**src/rtl/flash_stat_pkg.sv**
```systemverilog
// Package: shared mode type and decode for the flash status generator.
// Assumes the mode code is 3 bits wide; unused codes decode to idle.
package flash_stat_pkg;

    typedef enum logic [2:0] {
        MD_IDLE    = 3'd0,
        MD_PROG    = 3'd1,
        MD_ERASE   = 3'd2,
        MD_SUSP_RD = 3'd3,
        MD_SUSP_PG = 3'd4
    } op_mode_e;

    // One registered read response.
    typedef struct packed {
        logic vld;
        logic dq6;
        logic dq2;
    } stat_word_t;

    // Map a raw mode code onto the enum; anything unknown is idle.
    function automatic op_mode_e decode_mode(input logic [2:0] raw);
        case (raw)
            3'd1:    return MD_PROG;
            3'd2:    return MD_ERASE;
            3'd3:    return MD_SUSP_RD;
            3'd4:    return MD_SUSP_PG;
            default: return MD_IDLE;
        endcase
    endfunction

    // True when the first toggle bit advances on a read in this mode.
    function automatic logic flips_primary(input op_mode_e m);
        return (m == MD_PROG) || (m == MD_ERASE) || (m == MD_SUSP_PG);
    endfunction

    // True when a marked-sector read advances the second toggle bit.
    function automatic logic flips_sector(input op_mode_e m);
        return (m == MD_ERASE) || (m == MD_SUSP_RD) || (m == MD_SUSP_PG);
    endfunction

endpackage

```
**src/rtl/strobe_edge.sv**
```systemverilog
// Module: strobe_edge
// Turns a read strobe level into a one-cycle read pulse on its rising edge.
// Assumes the strobe is already synchronous to clk.
module strobe_edge (
    input  logic clk,
    input  logic rst_n,
    input  logic stb_i,
    output logic fire_o
);

    logic stb_q;

    // Remember the strobe level of the previous cycle.
    always_ff @(posedge clk) begin
        if (!rst_n) stb_q <= 1'b0;
        else        stb_q <= stb_i;
    end

    assign fire_o = stb_i && !stb_q;

    // a held strobe never produces two pulses in a row.
    p_single_pulse_r2: assert property (@(posedge clk) disable iff (!rst_n)
        fire_o |=> !fire_o);

endmodule

```
**src/rtl/toggle_bit.sv**
```systemverilog
// Module: toggle_bit
// One status toggle flip-flop: cleared by clr_i, inverted by flip_i.
// Assumes clear has priority over inversion in the same cycle.
module toggle_bit (
    input  logic clk,
    input  logic rst_n,
    input  logic clr_i,
    input  logic flip_i,
    output logic q_o
);

    // Hold, clear or invert the toggle state.
    always_ff @(posedge clk) begin
        if (!rst_n)      q_o <= 1'b0;
        else if (clr_i)  q_o <= 1'b0;
        else if (flip_i) q_o <= ~q_o;
    end

    // a qualifying read inverts the state.
    p_flip_inverts_r3: assert property (@(posedge clk) disable iff (!rst_n)
        (flip_i && !clr_i) |=> (q_o != $past(q_o)));

    // a clear leaves the state at 0.
    p_clear_zero_r7: assert property (@(posedge clk) disable iff (!rst_n)
        clr_i |=> !q_o);

endmodule

```
**src/rtl/sector_select.sv**
```systemverilog
// Module: sector_select
// Reports whether the addressed sector is marked in the sector bitmap.
// Assumes an index beyond NUM_SECT-1 addresses no marked sector.
module sector_select #(
    parameter int NUM_SECT = 16,
    parameter int SECT_W   = $clog2(NUM_SECT)
) (
    input  logic [NUM_SECT-1:0] map_i,
    input  logic [SECT_W-1:0]   sect_i,
    output logic                hit_o
);

    logic [NUM_SECT-1:0] match;

    // One comparator per sector, masked by that sector's mark.
    for (genvar i = 0; i < NUM_SECT; i++) begin : g_cmp
        assign match[i] = map_i[i] && (sect_i == SECT_W'(i));
    end

    assign hit_o = |match;

    // at most one sector matches any address.
    always_comb begin
        a_onehot_match_r4: assert ($onehot0(match));
    end

endmodule

```
**src/rtl/fault_flag.sv**
```systemverilog
// Module: fault_flag
// Sticky timeout flag: set by a timeout during an active operation,
// cleared only by the reset command. Clear wins over set.
module fault_flag (
    input  logic clk,
    input  logic rst_n,
    input  logic active_i,
    input  logic timeout_i,
    input  logic clr_i,
    output logic flag_o
);

    // Set on a timeout during an operation, drop on a reset command.
    always_ff @(posedge clk) begin
        if (!rst_n)                       flag_o <= 1'b0;
        else if (clr_i)                   flag_o <= 1'b0;
        else if (timeout_i && active_i)   flag_o <= 1'b1;
    end

    // once set, the flag stays set until a reset command.
    p_flag_sticky_r8: assert property (@(posedge clk) disable iff (!rst_n)
        (flag_o && !clr_i) |=> flag_o);

    // an idle timeout does not raise the flag.
    p_idle_ignored_r8: assert property (@(posedge clk) disable iff (!rst_n)
        (!flag_o && !active_i) |=> !flag_o);

    // the reset command clears the flag.
    p_flag_clear_r9: assert property (@(posedge clk) disable iff (!rst_n)
        clr_i |=> !flag_o);

endmodule

```
**src/rtl/mode_gate.sv**
```systemverilog
// Module: mode_gate
// Decodes the mode input and applies the abort hold after a reset command:
// the effective mode stays idle until the raw mode has been seen idle.
module mode_gate
    import flash_stat_pkg::*;
(
    input  logic       clk,
    input  logic       rst_n,
    input  logic [2:0] mode_i,
    input  logic       reset_cmd_i,
    output op_mode_e   eff_mode_o
);

    op_mode_e raw_mode;
    logic     abort_q;

    assign raw_mode = decode_mode(mode_i);

    // Abort latch: set by reset command, released once mode is idle.
    always_ff @(posedge clk) begin
        if (!rst_n)                  abort_q <= 1'b0;
        else if (reset_cmd_i)        abort_q <= 1'b1;
        else if (raw_mode == MD_IDLE) abort_q <= 1'b0;
    end

    assign eff_mode_o = abort_q ? MD_IDLE : raw_mode;

    // the cycle after a reset command always acts as idle.
    p_abort_idle_r9: assert property (@(posedge clk) disable iff (!rst_n)
        reset_cmd_i |=> (eff_mode_o == MD_IDLE));

endmodule

```
**src/rtl/flash_toggle_status.sv**
```systemverilog
// Module: flash_toggle_status (top)
// Produces the per-read status bits of an embedded flash operation: a
// general toggle bit, a sector toggle bit and a sticky timeout flag.
// Assumes mode, sector map and strobe are synchronous to clk.
module flash_toggle_status
    import flash_stat_pkg::*;
#(
    parameter  int NUM_SECT = 16,
    localparam int SECT_W   = $clog2(NUM_SECT)
) (
    input  logic                clk,
    input  logic                rst_n,
    input  logic [2:0]          mode_i,
    input  logic [NUM_SECT-1:0] erase_map_i,
    input  logic                rd_stb_i,
    input  logic [SECT_W-1:0]   rd_sector_i,
    input  logic                timeout_i,
    input  logic                reset_cmd_i,
    output logic                stat_vld_o,
    output logic                dq6_o,
    output logic                dq2_o,
    output logic                dq5_o
);

    op_mode_e   eff_mode;
    logic       fire;
    logic       hit;
    logic       clr_tog;
    logic       t6_q;
    logic       t2_q;
    stat_word_t resp_d;
    stat_word_t resp_q;

    mode_gate u_mode (
        .clk         (clk),
        .rst_n       (rst_n),
        .mode_i      (mode_i),
        .reset_cmd_i (reset_cmd_i),
        .eff_mode_o  (eff_mode)
    );

    strobe_edge u_edge (
        .clk    (clk),
        .rst_n  (rst_n),
        .stb_i  (rd_stb_i),
        .fire_o (fire)
    );

    sector_select #(.NUM_SECT(NUM_SECT), .SECT_W(SECT_W)) u_sel (
        .map_i  (erase_map_i),
        .sect_i (rd_sector_i),
        .hit_o  (hit)
    );

    assign clr_tog = (eff_mode == MD_IDLE) || reset_cmd_i;

    toggle_bit u_tog6 (
        .clk    (clk),
        .rst_n  (rst_n),
        .clr_i  (clr_tog),
        .flip_i (fire && flips_primary(eff_mode)),
        .q_o    (t6_q)
    );

    toggle_bit u_tog2 (
        .clk    (clk),
        .rst_n  (rst_n),
        .clr_i  (clr_tog),
        .flip_i (fire && hit && flips_sector(eff_mode)),
        .q_o    (t2_q)
    );

    fault_flag u_fault (
        .clk       (clk),
        .rst_n     (rst_n),
        .active_i  (eff_mode != MD_IDLE),
        .timeout_i (timeout_i),
        .clr_i     (reset_cmd_i),
        .flag_o    (dq5_o)
    );

    // Select the response a read returns in the current mode.
    always_comb begin
        resp_d = '0;
        case (eff_mode)
            MD_PROG:    resp_d = '{vld: 1'b1, dq6: t6_q, dq2: 1'b1};
            MD_ERASE,
            MD_SUSP_PG: resp_d = '{vld: 1'b1, dq6: t6_q, dq2: hit ? t2_q : 1'b1};
            MD_SUSP_RD: resp_d = hit ? '{vld: 1'b1, dq6: 1'b1, dq2: t2_q} : '0;
            default:    resp_d = '0;
        endcase
    end

    // Capture the response on each read edge and hold it otherwise.
    always_ff @(posedge clk) begin
        if (!rst_n)    resp_q <= '0;
        else if (fire) resp_q <= resp_d;
    end

    assign stat_vld_o = resp_q.vld;
    assign dq6_o      = resp_q.dq6;
    assign dq2_o      = resp_q.dq2;

    // without a read edge the outputs do not move.
    p_hold_between_r2: assert property (@(posedge clk) disable iff (!rst_n)
        !fire |=> $stable(resp_q));

    // an idle read returns array data.
    p_idle_array_r7: assert property (@(posedge clk) disable iff (!rst_n)
        (fire && eff_mode == MD_IDLE) |=> (!stat_vld_o && !dq6_o && !dq2_o));

    // a program-mode read shows the sector bit high.
    p_prog_dq2_high_r3: assert property (@(posedge clk) disable iff (!rst_n)
        (fire && eff_mode == MD_PROG) |=> (stat_vld_o && dq2_o));

    // a suspend-read status read shows the general bit steady high.
    p_susprd_dq6_high_r5: assert property (@(posedge clk) disable iff (!rst_n)
        (fire && eff_mode == MD_SUSP_RD && hit) |=> (stat_vld_o && dq6_o));

    // a suspend-program read of an unmarked sector shows dq2 high.
    p_susppg_unmarked_r6: assert property (@(posedge clk) disable iff (!rst_n)
        (fire && eff_mode == MD_SUSP_PG && !hit) |=> dq2_o);

    // in erase mode the general toggle bit advances on every read.
    p_erase_dq6_flips_r4: assert property (@(posedge clk) disable iff (!rst_n)
        (fire && eff_mode == MD_ERASE && !reset_cmd_i) |=> (t6_q != $past(t6_q)));

endmodule

```
**config.mk**
```make
export PLATFORM = sky130hd
export DESIGN_NAME = flash_toggle_status
export DESIGN_NICKNAME = d
export VERILOG_FILES = /design/src/rtl/flash_stat_pkg.sv /design/src/rtl/strobe_edge.sv /design/src/rtl/toggle_bit.sv /design/src/rtl/sector_select.sv /design/src/rtl/fault_flag.sv /design/src/rtl/mode_gate.sv /design/src/rtl/flash_toggle_status.sv
export SDC_FILE = /design/constraint.sdc
export NUM_CORES = 1
export LEC_CHECK = 0
export ABC_AREA = 1
export BUFFER_PORTS_ARGS = -buffer_cell sky130_fd_sc_hd__buf_2
export CORE_MARGIN = 1
export CORE_UTILIZATION = 36
export CTS_CLUSTER_DIAMETER = 200
export DETAILED_ROUTE_END_ITERATION = 10
export GPL_TIMING_DRIVEN = 1
export PLACE_DENSITY_LB_ADDON = 0.15
export SKIP_LAST_GASP = 1
export SLEW_MARGIN = 40
export SYNTH_ARGS = -nofsm -noshare
export SYNTH_HDL_FRONTEND = slang
export SYNTH_SLANG_ARGS = --single-unit
```
**constraint.sdc**
```tcl
create_clock -name clk -period 3.7 [get_ports clk]
set_clock_uncertainty 0.1 [all_clocks]
set_input_delay 0.37 -clock clk [delete_from_list [all_inputs] [get_ports clk]]
set_output_delay 0.37 -clock clk [all_outputs]
set_load 0.05 [all_outputs]
```
==> qor.yml, run 1 <==
slew_viol_final: 0
fin_crit_ns: 1.391
synth_seq_cells: 8
clockBufferDepth: 2
tightest_slew_ns: 0.3028
core_um2: 1745
cp-end-kind: "register"
first_iter_violations: 9
ant_nets: 0
worst-path-buf-inv: 2
cts_hold_buf: 0
ios: 32
area.growth.synth_to_final_pct: 27.54
crit_path_max_incr_delay_ns: 0.27
ys_types: 22
rows: 15
grt_pass1_wl_um: 2263
fill_cells: 190
wl_met1_um: 631
drive_gt1_share_pct: 37.86
firstDrtPassIters: 4
cpMostUsedCell: "nor2_1"
post_cts_buffers: 0
fmax_mhz: 719.1
crit_family: "simple AND/OR/NAND/NOR gates"
rsz0062_at_grt: "no"
p_leak_nw: 0.4637
setup_violations: 0
clkTransAtPathRegs_ns: 0.05
dp_hpwl_um: 1146
min_to: "u_edge.stb_q"
synth-seq-area-share_pct: 23.66
clk_latency_ns: 0.25
overflow: 0
fin_ws_ns: 2.309
root_buffer: "clkbuf_4"
grt_max_degree: 11
hp-class: "in -> reg"
criticalPathCategory: "in -> reg"
wl_met2_um: 628
cts_sinks: 8
place_congestion: 0.7661
diodes: 0
multi_input_area_um2: 431.7
met3_length_um: 72
power.density_nw_per_um2: 263.9
pre_cts_slack_ns: 2.052
period_share_pct: 37.58
slew_headroom_pct: 79.82
wl_per_cell_um: 8.073
hold_violations: 0
maxCapViolations: 0
routed_wirelength_um: 1332
syn-cell-area_um2: 676.9
vias: 744
ff2ff_setup_slack_ns: 2.41
syn_nets: 136
cts_inserted_buffers: 3
port_buffers: 31
status: "completed"
dieArea_um2: 2058
antenna_found_initial: 0
dp.cells: 162
syn_inst: 108
seqCellArea_um2: 160.2
critical_path_arrival_ns: 1.44
grt_pass1_vias: 601
top_layer: "met3"
grt_usage_pct: 15.14
holdPathStages: 3
rr_endpoint: "u_tog6.q_o"
cts_tree: "yes"
htreeDepth: 1
cts_repair_resize_count: 0
cp-start-kind: "primary input"
instances_no_fill: 165
crit_slowest_cell: "buf_2"
path_cells: "buf_2 > inv_4 > nand3_1 > nand2_1 > nor2_1 > nor2_1 > nor2_1 > nand2_2 > nand3_2 > xor2_1 > nor2_1"
dieWidth_um: 45.36
route.detailed.drc: 0
cp.required_ns: 3.75
nets: 170
syn_avg_cell_area_um2: 6.268
start_util_pct: 38.78
path_max_fanout: 10
fp.dieH_um: 45.36
setup_tns_ns: 0
ys_warn_count: 0
vias_per_cell: 4.509
r2r_cells: 6
r2r-start: "u_mode.abort_q"
min_from: "rd_stb_i"
fin_util_pct: 49.46
vdd_ir_drop_max_mv: 0.2780
[cell usage in the layout, fill, tap and decap left out, drive strengths merged, types with 2 or more instances in the layout]
cell type  Yosys  routed
o21ai          2       2
nand2         32      32
clkbuf         0       3
dfxtp          8       8
inv           14      14
a21oi          5       5
nand3         16      16
buf            2      31
nor2          22      22
[per-stage QoR]
stage / hold WS (ns) / instance area (µm²) / power, mW
global placement: 0.3525 / 840.8 / 0.1636
global route: 0.2105 / 863.3 / 0.2452
finish: 0.2104 / 863.3 / 0.2278
detailed placement: 0.3544 / 840.8 / 0.1645
floorplan: 0.3614 / 676.9 / 0.1434
CTS: 0.2094 / 863.3 / 0.2314
[where the power goes]
group          internal [mW]  switching (mW)  leakage, nW  total (mW)
Sequential            0.0896         0.00253       0.0653      0.0921
Combinational         0.0277          0.0424        0.385      0.0701
Clock                 0.0370          0.0285       0.0138      0.0656
Total                  0.154          0.0735        0.464       0.228
[synth_stat cells, drive strengths merged]
library cell  instances  area [µm²]
a21oi                 5       28.78
a22o                  1       8.760
buf                   2       22.52
clkinv                1       5.000
dfxtp                 8       160.2
inv                  14       57.55
nand2                32       130.1
nand3                16       100.1
nand4                 1       6.260
nor2                 22       120.1
nor3                  1       5.000
o21a                  1       7.510
o21ai                 2       10.01
or2                   1       6.260
xor2                  1       8.760
[area by class of cell]
class                           instances  share of cell area (%)
Timing Repair Buffer                   31                   17.97
Multi-Input combinational cell         83                   50.00
Inverter                               15                   7.246
Clock buffer                            3                   2.609
Sequential cell                         8                   18.55
Tap cell                               25                   3.623
[worst max path at each step]
stage | start | endpoint | slack, ns | depth (start not counted)
final | rd_sector_i[1] | u_tog2.q_o | 2.31 | 11
after global routing | rd_sector_i[0] | dq6_o | 2.14 | 12
after CTS | rd_sector_i[0] | u_tog2.q_o | 2.32 | 11
after detailed placement | rd_sector_i[0] | u_tog2.q_o | 2.05 | 11
after global placement | rd_sector_i[1] | dq6_o | 2.07 | 12
after floorplan | rd_sector_i[1] | u_tog2.q_o | 2.29 | 10
[tightest hold or removal path, stage by stage]
cell and delay, ns:
buf_2 0.09, nand2_1 0.04, inv_1 0.04
[kinds of logic after synthesis]
kind of cell | count (synthesis) | share of synthesized area (%)
AO/OA/AOI/OAI | 9 | 8.134
XOR/XNOR | 1 | 1.294
buffers and inverters | 17 | 12.57
flip-flops | 8 | 23.66
AND/OR/NAND/NOR | 73 | 54.34
[sequential cells by signal, summed over array words and instances, names as in the netlist]
register / cells
dq2_o: 1
dq6_o: 1
stat_vld_o: 1
u_edge.stb_q: 1
u_fault.flag_o: 1
u_mode.abort_q: 1
u_tog2.q_o: 1
u_tog6.q_o: 1
[metal layers]
metal / global-route usage (%) / vias to the layer above
met5: 0 / -
met4: 1.818 / 0
met3: 7.200 / 0
met2: 24.64 / 18
met1: 18.60 / 320
li1: - / 406
(Power assumes the default switching activity.)
==> run 2: changes to the inputs <==
ABC_AREA = 0   (was 1)
clock period = 1.4 ns   (was 3.7 ns; I/O delays follow)
==> run 2 against run 1 <==
  * The run now ends with negative setup slack left
  * Power increased to 2.7 times the previous value
  * Via count down 5.2%
  * First-iteration DRC count grew 11%
  * Cell count is 21% lower
  * Worst setup slack worse by 2.4 ns
==> qor.yml, run 2 <==
status: "finished, violations left"
violations: "negative setup slack"
clockBufferDepth: 2  # unchanged
synth_edf_count: 0  # unchanged
synth_area_leader_cell: "dfxtp_1"
setup_violations: 2  # +2
period_share_pct: 103.2
fin_ws_ns: -0.04476  # -2.354 ns
firstDrtPassIters: 4  # unchanged
overflow: 0  # unchanged
dieWidth_um: 42.63  # -6.0%
synthTopCellsByArea: "dfxtp_1 27%, mux2i_1 13%, nand3_1 5.9%, and2_1 3.2%, nand2b_1 3.2%"
dpl_cell_area_um2: 855.8  # +1.8%
ys_types: 32  # +45%
antenna_found_initial: 0  # unchanged
grt_pass1_vias: 619  # +3.0%
vdd_ir_drop_max_mv: 0.2969  # +6.8%
cts_hold_buf: 0  # unchanged
rows: 14  # -1
maxCapViolations: 0  # unchanged
area.growth.synth_to_final_pct: 51.58
hp-class: "in -> reg"
r2r-start: "u_edge.stb_q"
min_from: "reset_cmd_i"
fin_crit_ns: 1.445
cp-start-kind: "register"
place_congestion: 0.8365  # +9.2%
fin_area_um2: 900.9  # +4.3%
cp-end-kind: "register"
grt_max_degree: 10  # -1
nets: 144  # -15%
hold_violations: 0  # unchanged
ant_nets: 0  # unchanged
cp.required_ns: 1.48  # -2.27 ns
ff2ff_setup_slack_ns: -0.04  # -2.45 ns
syn_avg_cell_area_um2: 8.141  # +30%
vias: 705  # -5.2%
ios: 32  # unchanged
grt_usage_pct: 18.27  # +3.1 points
min_to: "u_mode.abort_q"
cts_sinks: 8  # unchanged
rsz0062_at_grt: "yes"
syn_nets: 101  # -26%
clkTransAtPathRegs_ns: 0.05  # about the same
synthFlopType: "dfxtp_1"
tightest_slew_ns: 0.3753  # +0.07256 ns
clk_latency_ns: 0.25  # about the same
layout_common_cells: "31 x buf_2, 11 x buf_4, 8 x mux2i_1, 8 x dfxtp_1, 7 x nand3_1"
grt_pass1_wl_um: 2511  # +11%
r2r_cells: 4  # -2
synth_seq_cells: 8  # unchanged
start_util_pct: 39.00  # +0.22 points
syn-cell-area_um2: 594.3  # -12%
diodes: 0  # unchanged
slew_viol_final: 0  # unchanged
dp_hpwl_um: 1212  # +5.8%
post_cts_buffers: 0  # unchanged
cts_inserted_buffers: 3  # unchanged
final_common_cell: "buf_2"
routed_wirelength_um: 1497  # +12%
vias_per_cell: 5.423  # +20%
cts_tree: "yes"
htreeDepth: 1  # unchanged
dieArea_um2: 1817  # -12%
p_leak_nw: 0.4143  # -11%
drive_gt1_share_pct: 49.12  # +11 points
root_buffer: "clkbuf_4"
holdPathStages: 3  # unchanged
power.density_nw_per_um2: 679.9  # +160%
async_flop_share_pct: 0  # unchanged
fp.dieH_um: 42.63  # -6.0%
fmax_mhz: 692.2
core_um2: 1524  # -13%
criticalPathCategory: "reg -> reg"
netlist.area_leader.share_pct: 26.95  # +3.3 points
route.detailed.drc: 0  # unchanged
ys_warn_count: 0  # unchanged
yosys-top-cells-count: "8 x dfxtp_1, 8 x mux2i_1, 7 x nand3_1"
syn_inst: 73  # -32%
critical_path_arrival_ns: 1.53  # +0.09 ns
setup_tns_ns: -0.05674  # -0.05674 ns
synth-seq-area-share_pct: 26.95  # +3.3 points
port_buffers: 31  # unchanged
slew_headroom_pct: 74.79  # -5.0 points
path_max_fanout: 2  # -8
first_iter_violations: 10  # +1
wl_per_cell_um: 11.52  # +43%
rr_endpoint: "dq2_o"
==> run 2: cell count changes after synthesis, sizes merged, moves of 3 or more <==
cell | before | now
and2 | 0 | 3
inv | 14 | 2
mux2i | 0 | 8
nand2 | 32 | 2
nand2b | 0 | 3
nand3 | 16 | 7
nor2 | 22 | 4
==> run 2: layer usage <==
layer	global-route usage (%)	wire length (µm)	up-vias
li1	-	-	357
met1	22.83	693	318
met2	29.09	681	22
met3	2.586	67	8
met4	11.25	55	0
met5	0	0	-
==> run 2: metrics by stage <==
stage	cells	util, %	power (mW)	hold slack [ns]	setup WS [ns]
floorplan	73	-	0.3560	0.1577	-0.1091
global placement	127	56.16	0.4340	0.2647	-0.1346
detailed placement	127	56.16	0.4365	0.2801	-0.1603
CTS	130	58.05	0.6083	0.008448	-0.06022
global route	130	59.11	0.6432	0.04437	-0.09659
finish	130	59.11	0.6125	0.004913	-0.04476
==> run 2: where the power goes <==
part / switching [mW] / total [mW] / internal (mW)
sequential: 0.00851 / 0.245 / 0.236
clock: 0.0753 / 0.173 / 0.0979
combinational: 0.0956 / 0.195 / 0.0993
total: 0.179 / 0.613 / 0.433
==> run 2: cells by family (layout without fill, tap and decap cells) <==
kind of cell | after synthesis | count (layout) | synth area share (%)
AOI/OAI and AO/OA | 16 | 16 | 18.95
buffers and inverters | 6 | 47 | 4.420
and+or+nand+nor | 33 | 33 | 33.26
xor gates and xnor gates | 2 | 2 | 2.948
DFF | 8 | 8 | 26.95
muxes | 8 | 8 | 13.47
==> run 2: area by class of cell <==
| type | count | area, µm² |
|---|---|---|
| clock buffers | 3 | 22.52 |
| fillers | 148 | 623.1 |
| inverters | 2 | 7.507 |
| multi-input cells | 59 | 452.9 |
| flip-flops and latches | 8 | 160.2 |
| well taps | 16 | 20.02 |
| repair buffers | 42 | 237.7 |
==> run 2: worst max-delay path: stages, from the launching register on <==
cell and delay, ns:
dfxtp_1 0.30, nand2b_4 0.13, or2_4 0.25, or4_4 0.43, o221ai_2 0.16
==> run 2: how the worst max path moves through the flow <==
stage	depth (start not counted)	startpoint	slack, ns	to
after CTS	4	u_edge.stb_q	-0.06	dq2_o
after global routing	4	u_edge.stb_q	-0.1	dq2_o
final	4	u_edge.stb_q	-0.04	dq2_o
after global placement	5	mode_i[1]	-0.13	dq2_o
after floorplan	5	mode_i[1]	-0.11	dq2_o
after detailed placement	5	mode_i[0]	-0.16	dq2_o
==> run 2: repair_timing <==
item,4_1_cts,5_1_grt
pin swaps,2,1
endpoints found under the setup margin,3,5
resized for setup,1,3
gates cloned,0,0
